### src/rtl/ic_ts_pkg.sv
package ic_ts_pkg;

  localparam int unsigned MODE_W = 4;
  localparam logic [MODE_W-1:0] MODE_EDGE = '0;

  // captures are taken only when the top mode bit is clear
  function automatic logic mode_captures(input logic [MODE_W-1:0] m);
    return !m[MODE_W-1];
  endfunction

  // overflow may be raised only in true capture modes
  function automatic logic mode_can_overflow(input logic [MODE_W-1:0] m);
    return !m[MODE_W-1] && (m != MODE_EDGE);
  endfunction

endpackage

### src/rtl/ic_bank.sv
module ic_bank #(
  parameter int unsigned WORD_W = 16,
  parameter int unsigned N      = 2
) (
  input  logic                       clk,
  input  logic                       we,
  input  logic [$clog2(N)-1:0]       widx,
  input  logic [WORD_W-1:0]          wdata,
  input  logic [$clog2(N)-1:0]       ridx,
  output logic [WORD_W-1:0]          rdata
);

  logic [WORD_W-1:0] mem [N];

  always_ff @(posedge clk) begin
    if (we) mem[widx] <= wdata;
  end

  assign rdata = mem[ridx];

endmodule

### src/rtl/ic_fifo_ctrl.sv
module ic_fifo_ctrl #(
  parameter int unsigned DEPTH16 = 4
) (
  input  logic                            clk,
  input  logic                            rst,
  input  logic                            enable,
  input  logic                            wide,
  input  logic                            cap_evt,
  input  logic                            cap_ok,
  input  logic                            ov_ok,
  input  logic                            pop_req,
  input  logic                            ov_clr,
  output logic                            push,
  output logic                            pop,
  output logic [$clog2(DEPTH16)-1:0]      wr_ptr,
  output logic [$clog2(DEPTH16)-1:0]      rd_ptr,
  output logic [$clog2(DEPTH16+1)-1:0]    count,
  output logic                            not_empty,
  output logic                            overflow
);

  localparam int unsigned PW = $clog2(DEPTH16);
  localparam int unsigned CW = $clog2(DEPTH16 + 1);

  logic [CW-1:0] depth_cur;
  logic [PW-1:0] last_idx;
  logic          full, locked, can_pop, ov_set, active;
  logic [PW-1:0] wr_nxt, rd_nxt;
  logic [CW-1:0] count_nxt;

  assign depth_cur = wide ? CW'(DEPTH16 / 2) : CW'(DEPTH16);
  assign last_idx  = wide ? PW'(DEPTH16 / 2 - 1) : PW'(DEPTH16 - 1);
  assign full      = (count == depth_cur);
  assign locked    = overflow && (count != '0);
  assign active    = enable && !ov_clr;
  assign can_pop   = pop_req && (count != '0);

  assign pop    = active && can_pop;
  assign push   = active && cap_evt && cap_ok && !locked && (!full || can_pop);
  assign ov_set = active && cap_evt && cap_ok && ov_ok && !locked && full && !can_pop;

  assign wr_nxt    = (wr_ptr == last_idx) ? '0 : wr_ptr + PW'(1);
  assign rd_nxt    = (rd_ptr == last_idx) ? '0 : rd_ptr + PW'(1);
  assign count_nxt = count + CW'(push) - CW'(pop);

  always_ff @(posedge clk) begin
    if (rst || !enable || ov_clr) begin
      wr_ptr    <= '0;
      rd_ptr    <= '0;
      count     <= '0;
      not_empty <= 1'b0;
      overflow  <= 1'b0;
    end else begin
      if (pop && !push && count == CW'(1)) begin
        wr_ptr <= '0;
        rd_ptr <= '0;
      end else begin
        if (push) wr_ptr <= wr_nxt;
        if (pop)  rd_ptr <= rd_nxt;
      end
      count     <= count_nxt;
      not_empty <= (count_nxt != '0);
      if (ov_set) overflow <= 1'b1;
    end
  end

  p_depth_r1: assert property (@(posedge clk) disable iff (rst)
    $stable(wide) |-> (count <= depth_cur));
  p_fill_r2: assert property (@(posedge clk) disable iff (rst)
    push |=> not_empty);
  p_lockout_r4: assert property (@(posedge clk) disable iff (rst)
    (overflow && not_empty) |-> !push);
  p_clear_r5: assert property (@(posedge clk) disable iff (rst)
    ov_clr |=> (!overflow && !not_empty && rd_ptr == '0 && wr_ptr == '0));
  p_no_overflow_r8: assert property (@(posedge clk) disable iff (rst)
    (!ov_ok && !overflow) |=> !overflow);
  p_off_r9: assert property (@(posedge clk) disable iff (rst)
    !enable |=> (!overflow && !not_empty));

endmodule

### src/rtl/ic_irq_gen.sv
module ic_irq_gen #(
  parameter int unsigned DEPTH16 = 4
) (
  input  logic                         clk,
  input  logic                         rst,
  input  logic                         enable,
  input  logic                         ov_clr,
  input  logic                         wide,
  input  logic                         push,
  input  logic [$clog2(DEPTH16)-1:0]   int_cnt,
  output logic                         irq
);

  localparam int unsigned CW = $clog2(DEPTH16 + 1);

  logic [CW-1:0] seen, want, want_raw;
  logic          hit;

  assign want_raw = CW'(int_cnt) + CW'(1);
  assign want     = (wide && want_raw > CW'(DEPTH16 / 2)) ? CW'(DEPTH16 / 2) : want_raw;
  assign hit      = push && ((seen + CW'(1)) == want);

  always_ff @(posedge clk) begin
    if (rst || !enable || ov_clr) begin
      seen <= '0;
      irq  <= 1'b0;
    end else begin
      irq <= hit;
      if (hit)       seen <= '0;
      else if (push) seen <= seen + CW'(1);
    end
  end

  p_irq_cause_r10: assert property (@(posedge clk) disable iff (rst)
    irq |-> $past(push));

endmodule

### src/rtl/ic_ts_fifo.sv
module ic_ts_fifo #(
  parameter int unsigned DEPTH16 = 4,
  parameter int unsigned WORD_W  = 16
) (
  input  logic                        clk,
  input  logic                        rst,
  input  logic                        enable,
  input  logic [3:0]                  mode,
  input  logic                        wide,
  input  logic [$clog2(DEPTH16)-1:0]  int_cnt,
  input  logic                        cap_evt,
  input  logic [2*WORD_W-1:0]         timer_val,
  input  logic                        rd_en,
  input  logic                        rd_addr,
  input  logic                        ov_clr,
  output logic [WORD_W-1:0]           rd_data,
  output logic                        not_empty,
  output logic                        overflow,
  output logic                        irq
);
  import ic_ts_pkg::*;

  localparam int unsigned PW    = $clog2(DEPTH16);
  localparam int unsigned CW    = $clog2(DEPTH16 + 1);
  localparam int unsigned NBANK = DEPTH16 / 2;
  localparam int unsigned IW    = $clog2(NBANK);

  logic          push, pop, pop_req, cap_ok, ov_ok;
  logic [PW-1:0] wr_ptr, rd_ptr;
  logic [CW-1:0] count;
  logic [IW-1:0] widx, ridx;
  logic [WORD_W-1:0] bank_q [2];
  logic [WORD_W-1:0] word;

  assign cap_ok  = mode_captures(mode);
  assign ov_ok   = mode_can_overflow(mode);
  assign pop_req = rd_en && (!wide || rd_addr);

  ic_fifo_ctrl #(.DEPTH16(DEPTH16)) u_ctrl (
    .clk(clk), .rst(rst), .enable(enable), .wide(wide),
    .cap_evt(cap_evt), .cap_ok(cap_ok), .ov_ok(ov_ok),
    .pop_req(pop_req), .ov_clr(ov_clr),
    .push(push), .pop(pop), .wr_ptr(wr_ptr), .rd_ptr(rd_ptr),
    .count(count), .not_empty(not_empty), .overflow(overflow)
  );

  ic_irq_gen #(.DEPTH16(DEPTH16)) u_irq (
    .clk(clk), .rst(rst), .enable(enable), .ov_clr(ov_clr), .wide(wide),
    .push(push), .int_cnt(int_cnt), .irq(irq)
  );

  // 16-bit mode: even slots in bank 0, odd in bank 1; 32-bit: low/high halves
  assign widx = wide ? wr_ptr[IW-1:0] : wr_ptr[PW-1:1];
  assign ridx = wide ? rd_ptr[IW-1:0] : rd_ptr[PW-1:1];

  for (genvar b = 0; b < 2; b++) begin : g_bank
    logic              we;
    logic [WORD_W-1:0] wd;
    assign we = push && (wide || (wr_ptr[0] == 1'(b)));
    if (b == 0) begin : g_lo
      assign wd = timer_val[WORD_W-1:0];
    end else begin : g_hi
      assign wd = wide ? timer_val[2*WORD_W-1:WORD_W] : timer_val[WORD_W-1:0];
    end
    ic_bank #(.WORD_W(WORD_W), .N(NBANK)) u_bank (
      .clk(clk), .we(we), .widx(widx), .wdata(wd),
      .ridx(ridx), .rdata(bank_q[b])
    );
  end

  assign word = wide ? (rd_addr ? bank_q[1] : bank_q[0])
                     : (rd_ptr[0] ? bank_q[1] : bank_q[0]);

  always_ff @(posedge clk) begin
    if (rst)        rd_data <= '0;
    else if (rd_en) rd_data <= enable ? word : '0;
  end

  p_half_read_r7: assert property (@(posedge clk) disable iff (rst)
    (enable && rd_en && wide && !rd_addr && !ov_clr) |=> $stable(rd_ptr));
  p_pair_r11: assert property (@(posedge clk) disable iff (rst)
    (push && pop) |=> $stable(count));

endmodule

### config.mk
export PLATFORM = sky130hd
export DESIGN_NAME = ic_ts_fifo
export DESIGN_NICKNAME = d
export VERILOG_FILES = /design/src/rtl/ic_ts_pkg.sv /design/src/rtl/ic_bank.sv /design/src/rtl/ic_fifo_ctrl.sv /design/src/rtl/ic_irq_gen.sv /design/src/rtl/ic_ts_fifo.sv
export SDC_FILE = /design/constraint.sdc
export NUM_CORES = 1
export LEC_CHECK = 0
export CAP_MARGIN = 20
export CELL_PAD_IN_SITES_DETAIL_PLACEMENT = 0
export CELL_PAD_IN_SITES_GLOBAL_PLACEMENT = 2
export CORE_ASPECT_RATIO = 2
export CORE_MARGIN = 5
export CORE_UTILIZATION = 35
export CTS_BUF_LIST = sky130_fd_sc_hd__clkbuf_8 sky130_fd_sc_hd__clkbuf_16
export DETAILED_ROUTE_END_ITERATION = 6
export PLACE_DENSITY = 0.76
export SYNTH_ARGS = -nofsm -noshare
export SYNTH_HDL_FRONTEND = slang
export SYNTH_SLANG_ARGS = --single-unit
### constraint.sdc
create_clock -name clk -period 3.7 [get_ports clk]
set_input_delay 0.74 -clock clk [delete_from_list [all_inputs] [get_ports clk]]
set_output_delay 0.74 -clock clk [all_outputs]
set_load 0.01 [all_outputs]
# == Yosys cells after proc, flatten, opt, wreduce, memory -nomap -nowiden ==
# Memory sizes are Yosys's and may differ from the RTL's.
# Index checks and enable logic that the tools add are counted.
# Widths: inputs -> output; s select.
# word_totals
regBits,29
ram_bits,64
inputBits,46
output_inout_bits,19
word_cells,78
mem_count,2
# op_classes
n_addsub,6
order_cmp,1
eq_ne,5
n_mux,16
bitwise,1
reduce_logical,39
# memory_table
name,words,width,read_ports,rd_clocked_by_memory_dff,wr,line_no,source
g_bank[0].u_bank.mem,2,16,1,0,1,ic_bank.sv:13,logic [WORD_W-1:0] mem [N];
g_bank[1].u_bank.mem,2,16,1,0,1,ic_bank.sv:13,
# ops
cell,count
$mux 16,5
$logic_and 1x1->1,20
$logic_not 1->1,8
$eq 3x3->1,2
$logic_or 1x1->1,6
$mux 1,6
$mux 2,3
$mux 3,2
$reduce_bool 3->1,2
$add 2x1->2 const B,2
$eq 2x2->1,2
$reduce_bool 4->1,1
$reduce_or 2->1,2
$add 2x1->3 const B,1
$add 3x1->3,1
$add 3x1->3 const B,1
$eq 3x1->1 const B,1
$gt 3x2->1 const B,1
$sub 3x1->3,1
$not 1->1,1

# == Logic depth before layout (Yosys ltp) ==
# logic_depth
ltp_word,10
depth_mapped,11

# == Hierarchy ==
# Synthesis repeated with hierarchy kept, for this count alone.
# unflattened
hier_cells,291
area_unflattened_um2,4185.3
# modules_own_cells
module,n_inst,cells_per_inst,area_each_um2,seq_area_each_um2
ic_bank,2,52,1222.4,960.9
ic_ts_fifo,1,97,928.4,320.3
ic_fifo_ctrl,1,56,505.5,180.2
ic_irq_gen,1,34,306.5,80.1

# == Worst setup path after synthesis ==
# No wires, ideal clock.
# synth_timing
kind,input-to-reg
start,in ov_clr
end,mem g_bank[1].u_bank.mem[1][0] (enable)
setup_time_ps,414
arrival_ps,2705
setup_slack_ps,580
stages,4
cell_sequence,nand4bb_1 -> a21oi_1 -> nand2_4 -> a211oi_1
# synth_via
elab_chain_cells,9
# synth_lines
item,line_no,source
from (decl),ic_ts_fifo.sv:15,"input logic ov_clr,"
$logic_not 1->1,ic_fifo_ctrl.sv:35,assign active = enable && !ov_clr;
$logic_and 1x1->1,ic_fifo_ctrl.sv:35,
$logic_and 1x1->1 (4 in a row),ic_fifo_ctrl.sv:39,assign push = active && cap_evt && cap_ok && !locked && (!full || can_pop);
$logic_and 1x1->1,ic_ts_fifo.sv:59,assign we = push && (wide || (wr_ptr[0] == 1'(b)));
$mux 1,ic_bank.sv:16,if (we) mem[widx] <= wdata;
$mux 1 (implied by the code),ic_bank.sv:16,
to (decl),ic_bank.sv:13,
# Every way passes these cells.

# == Final worst setup path ==
# layout_timing
start,in rd_en
end,reg u_ctrl.not_empty
# layout_via
elab_chain_cells,7
# layout_lines
item,line_no,source
from (decl),ic_ts_fifo.sv:13,"input logic rd_en,"
$logic_and 1x1->1 (*),ic_ts_fifo.sv:37,assign pop_req = rd_en && (!wide || rd_addr);
$logic_and 1x1->1 (*),ic_fifo_ctrl.sv:36,assign can_pop = pop_req && (count != '0);
$logic_or 1x1->1,ic_fifo_ctrl.sv:39,
$logic_and 1x1->1,ic_fifo_ctrl.sv:39,
$add 3x1->3,ic_fifo_ctrl.sv:44,assign count_nxt = count + CW'(push) - CW'(pop);
$sub 3x1->3 (*),ic_fifo_ctrl.sv:44,
$reduce_bool 3->1 (*),ic_fifo_ctrl.sv:62,not_empty <= (count_nxt != '0);
to (signal assigned),ic_fifo_ctrl.sv:62,
to (decl),ic_fifo_ctrl.sv:18,"output logic not_empty,"
# Every way passes the cells marked *; elsewhere a longest branch is shown, timed or not.
# A chain may end at the register's enable or synchronous reset.

==> metrics.md <==
| Metric | Value |
|---|---|
| Status | `finished, final reports clean` |
| Total power | `2.25 mW` |
| Clk root buf | `clkbuf_16` |
| Input/output buffers | `64` |
| Syn_nets | `336` |
| CTS tree | `built` |
| Synth Warn # | `0` |
| Max Freq | `323 MHz` |
| CP Class | `in2reg` |
| Iteration-0 DRC Markers | `80` |
| Crit-path cells | `clkdlybuf4s50_1 > or4b_1 > a31o_2 > nand2_4 > inv_1 > ha_1 > fa_1 > xor2_1 > xnor2_1 > nor3_1 > nor2_1` |
| Core area | `11400 µm²` |
| Clock Latency Late Sink | `330 ps` |
| Mapped cell area | `4060 µm²` |
| H-tree Lvls | `3` |
| Final period util | `83.7%` |
| Post-synth cell types | `49` |
| Clock buffer depth | `2` |
| CP required | `around 3900 ps` |
| Startpoint Class | `primary input` |
| Drt drc | `0` |
| Fin. max-slew vios | `0` |
| P_sw | `approximately 0.43 mW` |
| Vias | `2468` |
| Global-route wire length before repair | `~14000 µm` |
| Overall routing resource usage | `a little over an eighth` |
| Antenna violations before repair | `0` |
| Max_slew headroom | `50.1%` |
| Power Internal | `1.82 mW` |
| Clk pwr share | `between 40% and 50%` |
| Worst Hold Class | `reg2reg` |
| Crit path capture type | `flip-flop` |
| Detailed-route wire length | `8770 µm` |
| PwrDens | `432 nW/µm²` |
| Register share of total power | `50.2%` |
| Via density | `4.91` |
| Delay-heaviest family, CP | `simple AND/OR/NAND/NOR gates` |
| GR Overflow Total | `0` |
| Die footprint | `14000 µm²` |
| Setup Skew | `between 7 and 8 ps` |
| Worst-path fanout max | `5` |
| Setup TNS | `0 ps` |
| Actual slew at the worst max-slew pin | `749 ps` |
| Site row count | `55` |
| Vias in the first global route | `approximately 2700` |
| Worst-path clk slew | `60 ps` |
| Avg Cell Area, Syn | `14.3 µm²` |
| PostCTS Resize Cnt | `0` |
| GPL Wtd Cong | `0.750` |
| Hold_buf cts | `0` |
| CTS Buf Count | `9` |
| Layout cells sized above 1 | `19.1%` |
| Lkg Pwr | `1.72 nW` |
| Final hold vios | `0` |
| Die height | `162 µm` |
| Clock net sink count | `93` |
| Worst IR Drop VDD | `235 µV` |
| Nets | `~400` |
| Crit path time final | `3100 ps` |
| Layout area overhead | `28.5%` |
| Seq/Total Area, Yosys | `about 60%` |
| Max-cap violations | `0` |
| Starting Density | `35.8%` |
| Largest net degree at the start of global routing | `23` |
| Chip width | `86.2 µm` |
| Final setup viols | `0` |
| CP peak stage delay | `around 550 ps` |
| Arrival @ worst endpoint | `3300 ps` |
| Mapped Cells | `284` |
| Final core occ | `46.0%` |
| Sw frac | `19.1%` |
| Reg2Reg Setup Slack | `1060 ps` |
| I/O Pins | `65` |
| Post-DP HPWL | `roughly 6400 µm` |
| Antenna cells | `0` |
| Combinational power share | `7.4%` |
| Drt pass-1 iters | `4` |
| CP max-delay cell | `or4b_1` |
| Postcts setup bufs | `0` |
| Most frequent cells in the layout | `edfxtp_1 (64), clkdlybuf4s50_1 (64), dfxtp_1 (29)` |
| Register bit total from synthesis | `93` |
| Wirelength per Cell | `17.4 µm` |
| Routed Antenna Nets | `0` |
| RSZ-0062 raised after global routing | `false` |
| Buf+Inv Stages, Crit Path | `2` |
-- cells in the mapped netlist, drive strengths merged --
cell | n | area, µm²
o211ai | 3 | 22.5
buf | 6 | 51.3
a31o | 1 | 8.76
or3 | 2 | 17.5
inv | 13 | 48.8
nor3b | 1 | 7.51
clkbuf | 7 | 26.3
edfxtp | 64 | 1920
nand4bb | 3 | 33.8
nor2b | 17 | 106
nand3b | 2 | 15.0
and3b | 1 | 8.76
mux2 | 18 | 203
mux4 | 16 | 360
nor3 | 3 | 15.0
a21oi | 25 | 125
nor4bb | 2 | 20.0
o31a | 1 | 8.76
a21o | 1 | 7.51
nor2 | 24 | 90.1
or3b | 3 | 26.3
or4b | 1 | 10.0
nand2b | 1 | 6.26
nand4 | 1 | 6.26
and2 | 3 | 18.8
or2 | 1 | 6.26
a31oi | 1 | 6.26
dfxtp | 29 | 581
nand3 | 4 | 20.0
fa | 1 | 20.0
nand2 | 6 | 30.0
ha | 5 | 62.6
a211oi | 3 | 32.5
or4 | 1 | 7.51
xor2 | 1 | 8.76
o21ai | 3 | 15.0
and3 | 1 | 6.26
nor4 | 2 | 27.5
o31ai | 2 | 15.0
xnor2 | 2 | 17.5
a221oi | 3 | 38.8
-- routing by layer --
metal / up-vias / track usage [%] / wire, µm
met1: 1196 / 13.0 / 3020
met3: 9 / 2.18 / 298
met5: - / 0 / 0
li1: 1214 / - / -
met4: 0 / 6.77 / 179
met2: 49 / 26.7 / 5270
-- per-stage QoR --
stage	instances	setup WS [ps]	area [µm²]	hold WS, ps
after floorplan	284	580	4060	446
after global placement	487	263	4900	465
after detailed placement	487	258	4900	467
after CTS	503	612	5220	476
after global routing	503	469	5220	518
final	503	603	5220	478
-- logic make-up after synthesis --
| group | count (synthesis) | synth area share, % |
|---|---|---|
| compound gates | 43 | 6.90 |
| xor+xnor | 3 | 0.647 |
| buf+inv | 26 | 3.11 |
| mux | 34 | 13.9 |
| flops | 93 | 61.6 |
| simple gates | 79 | 11.8 |
| fa+ha+maj | 6 | 2.03 |
-- state kept, by name, indices dropped and copies added (netlist names) --
name               count
u_ctrl.rd_ptr          2
g_bank.u_bank.mem     64
u_ctrl.not_empty       1
rd_data               16
u_irq.seen             3
u_ctrl.count           3
u_ctrl.wr_ptr          2
u_irq.irq              1
u_ctrl.overflow        1
-- area by class of cell --
class / instances / area, µm²
clock buffer: 10 / 239
sequential: 93 / 2500
inverter: 13 / 48.8
multi-input combinational: 165 / 1450
clock inverter: 6 / 80.1
fill: 1052 / 6140
timing repair buffer: 74 / 716
tap: 142 / 178
-- final timing paths --
check	startpoint	end	cells past startpoint
hold / removal	u_ctrl.rd_ptr[1]	u_ctrl.rd_ptr[1]	2
setup reg to reg	u_ctrl.count[2]	u_ctrl.not_empty	10
hold reg to reg	u_ctrl.rd_ptr[1]	u_ctrl.rd_ptr[1]	2
setup / recovery	rd_en	u_ctrl.not_empty	11
-- worst reg2reg max path: stages, from the launching register on --
cell     delay, ps
dfxtp_1        430
or4b_1         490
a31o_2         330
nand2_4         70
inv_1          100
ha_1           230
fa_1           370
xor2_1         160
xnor2_1        150
nor3_1         140
nor2_1          50
-- power groups by stage --
stage | combinational [mW] | clock [mW] | sequential [mW]
3_3_place_gp | 0.168 | 0 | 1.15
4_1_cts | 0.170 | 0.989 | 1.13
6_report | 0.166 | 0.957 | 1.13
3_5_place_dp | 0.169 | 0 | 1.15
2_1_floorplan | 0.0749 | 0 | 1.16
5_1_grt | 0.181 | 1.03 | 1.13
Power figures use the tool's default switching activity.
